$ cat src/rtl/swp_pkg.sv
`timescale 1ns/1ps
package swp_pkg;

    typedef enum logic [1:0] {
        CLS_NONE = 2'd0,
        CLS_EXT  = 2'd1,
        CLS_PGM  = 2'd2,
        CLS_SVC  = 2'd3
    } cls_e;

    // status-word mask bit positions
    localparam int CC_LO    = 13;
    localparam int WAIT_BIT = 49;
    localparam int MCK_BIT  = 50;
    localparam int EXT_BIT  = 56;
    localparam int IO_BIT   = 57;

    localparam logic [15:0] CODE_TOD = 16'h1004;
    localparam logic [15:0] CODE_CPT = 16'h1005;

    // transfer steps inside a slot
    localparam logic [2:0] STEP_INFO  = 3'd0;
    localparam logic [2:0] STEP_OMASK = 3'd1;
    localparam logic [2:0] STEP_OADDR = 3'd2;
    localparam logic [2:0] STEP_NMASK = 3'd3;
    localparam logic [2:0] STEP_NADDR = 3'd4;

    typedef struct packed {
        cls_e        cls;
        logic [63:0] info;
        logic [63:0] omask;
        logic [63:0] oaddr;
    } swap_t;

    function automatic logic [63:0] merge_cc(input logic [63:0] mask, input logic [1:0] cc);
        logic [63:0] m;
        m = mask;
        m[CC_LO +: 2] = cc;
        return m;
    endfunction

    function automatic logic [63:0] info_ext(input logic [15:0] code, input logic [31:0] parm);
        return {parm, 16'h0000, code};
    endfunction

    function automatic logic [63:0] info_exc(input logic [15:0] code, input logic [3:0] ilen);
        return {44'h0, ilen, code};
    endfunction

endpackage

$ cat src/rtl/swp_extq.sv
`timescale 1ns/1ps
module swp_extq #(
    parameter int DEPTH = 4,
    parameter int CW    = 16,
    parameter int PW    = 32
) (
    input  logic          clk,
    input  logic          rst,
    input  logic          push,
    input  logic [CW-1:0] push_code,
    input  logic [PW-1:0] push_parm,
    input  logic          pop,
    output logic [CW-1:0] top_code,
    output logic [PW-1:0] top_parm,
    output logic          nonempty,
    output logic          overrun
);
    localparam int IW    = $clog2(DEPTH + 1);
    localparam int SLOTS = 1 << IW;

    logic [IW-1:0] cnt;
    logic [IW-1:0] lvl;
    logic [IW-1:0] top_idx;
    logic          pop_ok;
    logic          push_ok;
    logic [CW-1:0] code_q [SLOTS];
    logic [PW-1:0] parm_q [SLOTS];

    assign nonempty = (cnt != '0);
    assign pop_ok   = pop && nonempty;
    assign lvl      = cnt - IW'(pop_ok);
    assign push_ok  = push && (lvl < IW'(DEPTH));
    assign top_idx  = cnt - IW'(1);
    assign top_code = nonempty ? code_q[top_idx] : '0;
    assign top_parm = nonempty ? parm_q[top_idx] : '0;

    for (genvar g = 0; g < SLOTS; g++) begin : g_slot
        always_ff @(posedge clk) begin
            if (rst) begin
                code_q[g] <= '0;
                parm_q[g] <= '0;
            end else if (push_ok && (lvl == IW'(g))) begin
                code_q[g] <= push_code;
                parm_q[g] <= push_parm;
            end
        end
    end

    always_ff @(posedge clk) begin
        if (rst) begin
            cnt     <= '0;
            overrun <= 1'b0;
        end else begin
            cnt     <= lvl + IW'(push_ok);
            overrun <= push && !push_ok;
        end
    end
endmodule

$ cat src/rtl/swp_arb.sv
`timescale 1ns/1ps
module swp_arb
    import swp_pkg::*;
(
    input  logic [1:0]  exc_kind,
    input  logic [15:0] exc_code,
    input  logic [3:0]  exc_ilen,
    input  logic [63:0] cur_mask,
    input  logic [63:0] cur_addr,
    input  logic [1:0]  cc_in,
    input  logic        q_nonempty,
    input  logic [15:0] q_code,
    input  logic [31:0] q_parm,
    input  logic        tod_p,
    input  logic        cpt_p,
    output swap_t       sel,
    output logic        pop_req,
    output logic        clr_tod,
    output logic        clr_cpt
);
    always_comb begin
        sel.cls   = CLS_NONE;
        sel.info  = '0;
        sel.omask = merge_cc(cur_mask, cc_in);
        sel.oaddr = cur_addr;
        pop_req   = 1'b0;
        clr_tod   = 1'b0;
        clr_cpt   = 1'b0;
        if (cls_e'(exc_kind) == CLS_PGM) begin
            sel.cls  = CLS_PGM;
            sel.info = info_exc(exc_code, exc_ilen);
        end else if (cls_e'(exc_kind) == CLS_SVC) begin
            sel.cls   = CLS_SVC;
            sel.info  = info_exc(exc_code, exc_ilen);
            sel.oaddr = cur_addr + 64'(exc_ilen);
        end else if (cur_mask[EXT_BIT]) begin
            if (q_nonempty) begin
                sel.cls  = CLS_EXT;
                sel.info = info_ext(q_code, q_parm);
                pop_req  = 1'b1;
            end else if (tod_p) begin
                sel.cls  = CLS_EXT;
                sel.info = info_ext(CODE_TOD, 32'h0);
                clr_tod  = 1'b1;
            end else if (cpt_p) begin
                sel.cls  = CLS_EXT;
                sel.info = info_ext(CODE_CPT, 32'h0);
                clr_tod  = 1'b1;
                clr_cpt  = 1'b1;
            end
        end
    end
endmodule

$ cat src/rtl/swp_xfer.sv
`timescale 1ns/1ps
module swp_xfer
    import swp_pkg::*;
#(
    parameter int             AW       = 12,
    parameter logic [AW-1:0]  EXT_BASE = AW'(16),
    parameter logic [AW-1:0]  SVC_BASE = AW'(32),
    parameter logic [AW-1:0]  PGM_BASE = AW'(48)
) (
    input  logic          clk,
    input  logic          rst,
    input  logic          take,
    input  swap_t         sel,
    output logic          mem_valid,
    output logic          mem_we,
    output logic [AW-1:0] mem_addr,
    output logic [63:0]   mem_wdata,
    input  logic          mem_ready,
    input  logic [63:0]   mem_rdata,
    output logic          busy,
    output logic          load_ev,
    output cls_e          run_cls,
    output logic [63:0]   new_mask,
    output logic [63:0]   new_addr
);
    logic          running;
    logic [2:0]    step;
    swap_t         lat;
    logic [AW-1:0] base;
    logic [AW-1:0] base_n;
    logic [63:0]   nmask;
    logic          fire;

    always_comb begin
        case (sel.cls)
            CLS_EXT: base_n = EXT_BASE;
            CLS_PGM: base_n = PGM_BASE;
            default: base_n = SVC_BASE;
        endcase
    end

    always_comb begin
        case (step)
            STEP_INFO:  mem_wdata = lat.info;
            STEP_OMASK: mem_wdata = lat.omask;
            STEP_OADDR: mem_wdata = lat.oaddr;
            default:    mem_wdata = '0;
        endcase
    end

    assign mem_valid = running;
    assign mem_we    = running && (step < STEP_NMASK);
    assign mem_addr  = base + AW'(step);
    assign fire      = running && mem_ready;
    assign busy      = running;
    assign load_ev   = fire && (step == STEP_NADDR);
    assign run_cls   = lat.cls;
    assign new_mask  = nmask;
    assign new_addr  = mem_rdata;

    always_ff @(posedge clk) begin
        if (rst) begin
            running <= 1'b0;
            step    <= '0;
            lat     <= '0;
            base    <= '0;
            nmask   <= '0;
        end else if (!running) begin
            if (take && (sel.cls != CLS_NONE)) begin
                running <= 1'b1;
                step    <= STEP_INFO;
                lat     <= sel;
                base    <= base_n;
            end
        end else if (mem_ready) begin
            if (step == STEP_NMASK) nmask <= mem_rdata;
            if (step == STEP_NADDR) running <= 1'b0;
            else                    step    <= step + 3'd1;
        end
    end
endmodule

$ cat src/rtl/intr_swapper.sv
`timescale 1ns/1ps
module intr_swapper
    import swp_pkg::*;
#(
    parameter int             AW        = 12,
    parameter int             EXT_DEPTH = 4,
    parameter logic [AW-1:0]  EXT_BASE  = AW'(16),
    parameter logic [AW-1:0]  SVC_BASE  = AW'(32),
    parameter logic [AW-1:0]  PGM_BASE  = AW'(48)
) (
    input  logic          clk,
    input  logic          rst,
    input  logic          tod_fire,
    input  logic          cpt_fire,
    input  logic          ext_push,
    input  logic [15:0]   ext_push_code,
    input  logic [31:0]   ext_push_parm,
    input  logic          start,
    input  logic [1:0]    exc_kind,
    input  logic [15:0]   exc_code,
    input  logic [3:0]    exc_ilen,
    input  logic [1:0]    cc_in,
    input  logic          psw_wr,
    input  logic [63:0]   psw_wr_mask,
    input  logic [63:0]   psw_wr_addr,
    output logic [63:0]   psw_mask,
    output logic [63:0]   psw_addr,
    output logic [1:0]    cc_out,
    output logic          busy,
    output logic          done,
    output logic [1:0]    done_cls,
    output logic          halted,
    output logic          halt_req,
    output logic          ext_err,
    output logic          mem_valid,
    output logic          mem_we,
    output logic [AW-1:0] mem_addr,
    output logic [63:0]   mem_wdata,
    input  logic          mem_ready,
    input  logic [63:0]   mem_rdata
);
    swap_t       sel;
    logic        pop_req, clr_tod, clr_cpt;
    logic        q_nonempty;
    logic [15:0] q_code;
    logic [31:0] q_parm;
    logic        tod_p, cpt_p;
    logic        take;
    logic        load_ev;
    cls_e        run_cls;
    logic [63:0] new_mask, new_addr;
    logic [63:0] mask_r, addr_r;
    logic        all_masked;

    assign take       = start && !busy;
    assign all_masked = !(new_mask[IO_BIT] || new_mask[EXT_BIT] || new_mask[MCK_BIT]);

    swp_extq #(.DEPTH(EXT_DEPTH), .CW(16), .PW(32)) u_extq (
        .clk       (clk),
        .rst       (rst),
        .push      (ext_push),
        .push_code (ext_push_code),
        .push_parm (ext_push_parm),
        .pop       (take && pop_req),
        .top_code  (q_code),
        .top_parm  (q_parm),
        .nonempty  (q_nonempty),
        .overrun   (ext_err)
    );

    swp_arb u_arb (
        .exc_kind   (exc_kind),
        .exc_code   (exc_code),
        .exc_ilen   (exc_ilen),
        .cur_mask   (mask_r),
        .cur_addr   (addr_r),
        .cc_in      (cc_in),
        .q_nonempty (q_nonempty),
        .q_code     (q_code),
        .q_parm     (q_parm),
        .tod_p      (tod_p),
        .cpt_p      (cpt_p),
        .sel        (sel),
        .pop_req    (pop_req),
        .clr_tod    (clr_tod),
        .clr_cpt    (clr_cpt)
    );

    swp_xfer #(.AW(AW), .EXT_BASE(EXT_BASE), .SVC_BASE(SVC_BASE), .PGM_BASE(PGM_BASE)) u_xfer (
        .clk       (clk),
        .rst       (rst),
        .take      (take),
        .sel       (sel),
        .mem_valid (mem_valid),
        .mem_we    (mem_we),
        .mem_addr  (mem_addr),
        .mem_wdata (mem_wdata),
        .mem_ready (mem_ready),
        .mem_rdata (mem_rdata),
        .busy      (busy),
        .load_ev   (load_ev),
        .run_cls   (run_cls),
        .new_mask  (new_mask),
        .new_addr  (new_addr)
    );

    // timer flags: a new event wins over a same-cycle clear
    always_ff @(posedge clk) begin
        if (rst) begin
            tod_p <= 1'b0;
            cpt_p <= 1'b0;
        end else begin
            if (tod_fire)                tod_p <= 1'b1;
            else if (take && clr_tod)    tod_p <= 1'b0;
            if (cpt_fire)                cpt_p <= 1'b1;
            else if (take && clr_cpt)    cpt_p <= 1'b0;
        end
    end

    always_ff @(posedge clk) begin
        if (rst) begin
            mask_r   <= '0;
            addr_r   <= '0;
            halted   <= 1'b0;
            halt_req <= 1'b0;
            done     <= 1'b0;
            done_cls <= 2'(CLS_NONE);
        end else begin
            done     <= 1'b0;
            halt_req <= 1'b0;
            if (load_ev) begin
                mask_r   <= new_mask;
                addr_r   <= new_addr;
                done     <= 1'b1;
                done_cls <= 2'(run_cls);
                halted   <= new_mask[WAIT_BIT];
                halt_req <= new_mask[WAIT_BIT] && all_masked;
            end else if (psw_wr && !busy) begin
                mask_r <= psw_wr_mask;
                addr_r <= psw_wr_addr;
            end
            if (take) begin
                halted <= 1'b0;
                if (sel.cls == CLS_NONE) begin
                    done     <= 1'b1;
                    done_cls <= 2'(CLS_NONE);
                end
            end
        end
    end

    assign psw_mask = mask_r;
    assign psw_addr = addr_r;
    assign cc_out   = mask_r[CC_LO +: 2];
endmodule

$ cat config.mk
export PLATFORM = sky130hd
export DESIGN_NAME = intr_swapper
export DESIGN_NICKNAME = d
export VERILOG_FILES = /design/src/rtl/swp_pkg.sv /design/src/rtl/swp_extq.sv /design/src/rtl/swp_arb.sv /design/src/rtl/swp_xfer.sv /design/src/rtl/intr_swapper.sv
export SDC_FILE = /design/constraint.sdc
export NUM_CORES = 1
export LEC_CHECK = 0
export BUFFER_PORTS_ARGS = -buffer_cell sky130_fd_sc_hd__clkbuf_2
export CAP_MARGIN = 10
export CORE_UTILIZATION = 52
export DETAILED_ROUTE_END_ITERATION = 12
export HOLD_SLACK_MARGIN = 0.06
export PLACE_DENSITY_LB_ADDON = 0.15
export SLEW_MARGIN = 20
export SYNTH_ARGS = -nofsm -noshare
export SYNTH_HDL_FRONTEND = slang
export SYNTH_SLANG_ARGS = --single-unit
$ cat constraint.sdc
create_clock -name clk -period 7.1 [get_ports clk]
set_input_delay 1.42 -clock clk [delete_from_list [all_inputs] [get_ports clk]]
set_output_delay 1.42 -clock clk [all_outputs]
set_load 0.01 [all_outputs]
==> results of run 1 <==
==> worst paths after layout <==
check | from | to | slack (ps)
setup / recovery | u_extq.cnt[0] | u_extq.parm_q[3][11] | 2340
hold / removal | u_xfer.new_mask[28] | u_xfer.new_mask[28] | 450
setup reg to reg | u_extq.cnt[0] | u_extq.parm_q[3][11] | 2340
hold reg to reg | u_xfer.new_mask[28] | u_xfer.new_mask[28] | 450
==> cell type report <==
type                       instances  area, um2
antenna                            8       20.0
clock buffer                     121       2380
clock inverter                    30        277
fill                            5187      23800
inverter                          22       82.6
multi-input combinational       2077      13600
sequential                       775      19400
tap                              846       1060
timing repair buffer             512       2770
==> power breakdown <==
part / internal [mW] / switching (mW)
clock: 2.45 / 1.78
sequential: 5.00 / 0.190
combinational: 0.596 / 0.743
total: 8.04 / 2.71
==> kinds of logic after synthesis <==
family / Yosys count
muxes: 268
buffers and inverters: 318
other: 1
DFF: 775
AOI/OAI and AO/OA: 500
xor gates and xnor gates: 33
and+or+nand+nor: 1061
adders and majority gates: 16
==> sequential cells by signal (all words and copies together) (netlist names) <==
signal	flops
u_extq.parm_q	256
u_xfer.lat	180
u_extq.code_q	128
psw_addr	64
psw_mask	64
u_xfer.new_mask	64
u_extq.cnt	3
u_xfer.step	3
done_cls	2
u_xfer.base	2
u_xfer.run_cls	2
cpt_p	1
done	1
halt_req	1
halted	1
tod_p	1
u_extq.overrun	1
u_xfer.busy	1
==> cells in the mapped netlist, types with 14 or more instances <==
master | instances | area, um2
ha_1 | 15 | 188
o31ai_1 | 14 | 105
buf_1 | 29 | 109
mux4_2 | 96 | 2160
a22oi_1 | 84 | 631
a311oi_1 | 29 | 254
clkbuf_1 | 181 | 679
dfxtp_1 | 391 | 7830
nand2_1 | 431 | 1620
xor2_1 | 22 | 193
edfxtp_1 | 384 | 11500
mux2_2 | 50 | 563
or4_1 | 14 | 105
nor2_1 | 256 | 961
a21oi_1 | 151 | 756
a31oi_1 | 16 | 100
mux2i_1 | 122 | 1220
a211oi_1 | 165 | 1240
buf_4 | 72 | 541
o21ai_0 | 23 | 115
nand4_1 | 31 | 194
and2_1 | 193 | 1210
buf_2 | 14 | 70.1
inv_1 | 22 | 82.6
nand3_1 | 48 | 240
or3_1 | 15 | 93.8
==> layer usage <==
layer | up-vias | part of all wire (%) | routed length, um
met5 | - | 0 | 0
met4 | 0 | 2.6 | 2560
met3 | 135 | 7.3 | 7010
met2 | 1001 | 48 | 46000
met1 | 12238 | 42 | 40900
li1 | 11533 | - | -
==> worst max-delay path, stage by stage (launching register included) <==
cell and delay (ps):
dfxtp_4 990, inv_1 280, ha_4 250, nor2b_1 190, nor2_1 180, ha_1 170
ha_1 150, xnor2_1 190, nand2_1 430, o31ai_4 920, buf_4 560
==> results.json, run 1 <==
{
  "status": "finished, final reports clean",
  "setup_tns_ps": 0,
  "grt_pass1_wl_um": 146000,
  "max_freq_mhz": 210,
  "final_common_cell": "clkbuf_2",
  "synth_edf_count": 384,
  "dr.pass1.iters": 5,
  "avgSynthCellArea_um2": 11.3,
  "crit_path_end_kind": "register",
  "hold_viol_final": 0,
  "worstSetupStartpointType": "register",
  "finalHoldWorstSlack_ps": 454,
  "io_pins": 487,
  "fin_ws_ps": 2340,
  "place_hpwl_um": 65200,
  "ys_ff_latch": 775,
  "place_area_um2": 36900,
  "use_met1_pct": 40.2,
  "grt_pass1_vias": 24059,
  "worstPathMaxFanout": 46,
  "busiest_layer": "met2",
  "cts-root-buf": "clkbuf_16",
  "synthCells": 2972,
  "routed_wirelength_um": 96500,
  "grt_use_total_pct": 29.0,
  "hold_path_depth": 2,
  "finalPower_mw": 10.8,
  "use_met2_pct": 46.5,
  "htree_levels": 3,
  "final_nets": 3757,
  "drive_above_1_share_pct": 22.9,
  "power.density_nw_per_um2": 272,
  "final_cell_area_um2": 39600,
  "antenna_found_initial": 9,
  "die_h_um": 256,
  "synthAdderAreaFrac_pct": 0.618,
  "clkLatencyLatePin_ps": 630,
  "grt_max_degree": 219,
  "async_flop_share_pct": 0,
  "synth_top_family_by_area": "simple AND/OR/NAND/NOR gates",
  "cts_setup_buffers": 0,
  "wire_per_inst_um": 22.0,
  "peakVddDrop_v": 0.000192,
  "ys_types": 50,
  "clk_path_buf_depth": 3,
  "setup_viol": 0,
  "yosys_warnings": 0,
  "drv_slew": 0,
  "drc": 0,
  "cts_tree": "yes",
  "critical_path_class": "reg -> reg",
  "hold_buffers": 0,
  "numCtsBuffers": 81,
  "worstPathArrival_ps": 5010,
  "postRouteAntennaNets": 0,
  "synthesis.area_um2": 33600,
  "die-area_um2": 65600,
  "start_util_pct": 53.0,
  "chipWidth_um": 256,
  "tightest_slew_ps": 1270,
  "syn2layout_area_growth_pct": 17.9,
  "rows": 92,
  "use_met3_pct": 4.58,
  "synth_mux_area_share_pct": 11.7,
  "period_needed_ps": 4760,
  "min_path_type": "reg -> reg",
  "dr_total_vias": 24907,
  "placed_cells": 4230,
  "r2r_cells": 10,
  "gp_congestion": 0.930,
  "maxCapViolations": 0,
  "slew_headroom_pct": 15.0,
  "p_leak_nw": 15.5,
  "fin_worst_skew_ps": 16.3,
  "port_buffers": 479,
  "synthSimpleGateAreaFrac_pct": 14.7,
  "post_synth_xor_area_fraction_pct": 0.860,
  "synth_compound_area_share_pct": 9.98,
  "path_clk_slew_ps": 60,
  "core_area_um2": 63400,
  "fin_util_pct": 62.4,
  "fin_cells": 4391,
  "ys_dominant_reg_cell": "dfxtp_1",
  "cts_sinks": 775,
  "post_cts_resized": 0,
  "pre_cts_ws_ps": 1930,
  "drt_iter0_drc": 2471,
  "required_ps": 7350,
  "layout_common_cells": "clkbuf_2 (478), nand2_1 (431), dfxtp_1 (390)",
  "synth_seq_area_share_pct": 57.6,
  "period_share_pct": 67.0,
  "viasPerCell": 5.67,
  "overflow": 0,
  "rsz0062_at_grt": "no"
}
(Power assumes the default switching activity.)
==> inputs of run 2 (changes only) <==
clock period = 4.1 ns   (was 7.1 ns; I/O delays follow)
==> results.json, run 2 (synthesis gave the netlist of run 1 again) <==
{
  "status": "finished, final reports clean",
  "grt_pass1_wl_um": 147000,
  "antenna_found_initial": 2,
  "worstPathArrival_ps": 4040,
  "cts_setup_buffers": 0,
  "largest_reg_flops": 256,
  "worstPathMaxFanout": 48,
  "hold_end": "u_xfer.new_mask[39]",
  "layout_common_cells": "clkbuf_2 (478), nand2_1 (431), dfxtp_1 (390)",
  "io_pins": 487,
  "crit_chain": "inv_1, ha_4, nor2b_1, nor2_1, ha_1, ha_1, xnor2_1, nand2_1, nor3_2, buf_4, and2_1",
  "r2r_cells": 11,
  "grt_use_total_pct": 29.3,
  "dr.pass1.iters": 6,
  "cpMostUsedCell": "ha_1",
  "core_area_um2": 63400,
  "grt_max_degree": 187,
  "clk_path_buf_depth": 3,
  "peakVddDrop_v": 0.000285,
  "p_leak_nw": 15.7,
  "finalPower_mw": 18.6,
  "postRouteAntennaNets": 0,
  "rsz0062_at_grt": "no",
  "post_cts_resized": 0,
  "htree_levels": 3,
  "path_clk_slew_ps": 60,
  "pre_cts_ws_ps": 470,
  "start_util_pct": 53.0,
  "required_ps": 4580,
  "final_common_cell": "clkbuf_2",
  "period_share_pct": 86.9,
  "cts-root-buf": "clkbuf_16",
  "wire_per_inst_um": 22.1,
  "routed_wirelength_um": 97400,
  "fin_ws_ps": 536,
  "drt_iter0_drc": 2346,
  "drc": 0,
  "final_nets": 3778,
  "max_freq_mhz": 281,
  "clkLatencyLatePin_ps": 620,
  "syn2layout_area_growth_pct": 18.8,
  "hold_path_depth": 3,
  "cts_tree": "yes",
  "die-area_um2": 65600,
  "numCtsBuffers": 80,
  "drv_slew": 0,
  "drive_above_1_share_pct": 23.3,
  "fin_cells": 4398,
  "period_needed_ps": 3560,
  "worstSetupStartpointType": "register",
  "r2r-start": "u_extq.cnt[0]",
  "gp_congestion": 0.935,
  "setup_viol": 0,
  "slowest_stage": "buf_4",
  "max_stage_delay_ps": 470,
  "worstReg2RegEnd": "u_extq.parm_q[1][7]",
  "overflow": 0,
  "min_path_type": "in -> reg",
  "chipWidth_um": 256,
  "rrSetupSlack_ps": 540,
  "power.density_nw_per_um2": 467,
  "fill_cells": 5150,
  "fin_worst_skew_ps": 18.6,
  "slew_headroom_pct": 30.0,
  "crit_path_end_kind": "register",
  "die_h_um": 256,
  "top_register": "u_extq.parm_q",
  "largest_registers": "u_extq.parm_q (256), u_xfer.lat (180), u_extq.code_q (128)",
  "place_hpwl_um": 67500,
  "critical_path_class": "reg -> reg",
  "port_buffers": 479,
  "finalHoldWorstSlack_ps": 432,
  "viasPerCell": 5.66,
  "hold_viol_final": 0,
  "dr_total_vias": 24906,
  "cts_sinks": 775,
  "min-delay-start": "mem_rdata[39]",
  "fin_util_pct": 62.9,
  "maxCapViolations": 0,
  "hold_buffers": 0,
  "tightest_slew_ps": 1050,
  "grt_pass1_vias": 24288,
  "rows": 92,
  "placed_cells": 4254
}
run 2: routing by layer:
layer	share of wire, %	up-vias	GRT usage [%]	wire (um)
met3	7.3	130	4.59	7130
met2	48	943	47.3	46600
met5	0	-	0	0
li1	-	11560	-	-
met4	2.5	0	9.03	2470
met1	42	12273	40.6	41200
run 2: worst max-delay path by stage:
stage	to	start	slack, ps
floorplan	u_extq.code_q[0][0]	u_extq.cnt[0]	-880
global placement	u_extq.parm_q[1][10]	exc_kind[1]	570
detailed placement	u_extq.parm_q[1][15]	exc_kind[1]	470
CTS	mem_wdata[22]	u_xfer.step[0]	530
global route	u_extq.parm_q[1][7]	u_extq.cnt[0]	340
finish	u_extq.parm_q[1][7]	u_extq.cnt[0]	540
run 2: cell type report:
cell class | count | area, um2 | area share [%]
flip-flops and latches | 775 | 19400 | 48.5
multi-input cells | 2077 | 13600 | 34.2
repair buffers | 534 | 3120 | 7.82
clock buffers | 115 | 2360 | 5.91
well taps | 846 | 1060 | 2.65
clock inverters | 27 | 274 | 0.687
inverters | 22 | 82.6 | 0.207
diodes | 2 | 5.00 | 0.0125
run 2: worst max-delay path: cells and delay by family (launching register included):
family | cells | cell delay, ps
AND/OR/NAND/NOR | 5 | 1410
buffers and inverters | 2 | 640
adder cells (fa/ha/maj) | 3 | 550
XOR/XNOR | 1 | 360
flip-flops | 1 | 420
run 2: metrics by stage:
stage | TNS [ps] | area, um2
2_1_floorplan | -167340 | 34300
3_3_place_gp | 0 | 37300
3_5_place_dp | 0 | 37300
4_1_cts | 0 | 39900
5_1_grt | 0 | 39900
6_report | 0 | 39900
run 2: report_power, final:
part,switching (mW),internal [mW]
registers,0.303,8.65
clock network,2.97,4.31
logic,1.34,1.07
total,4.61,14.0
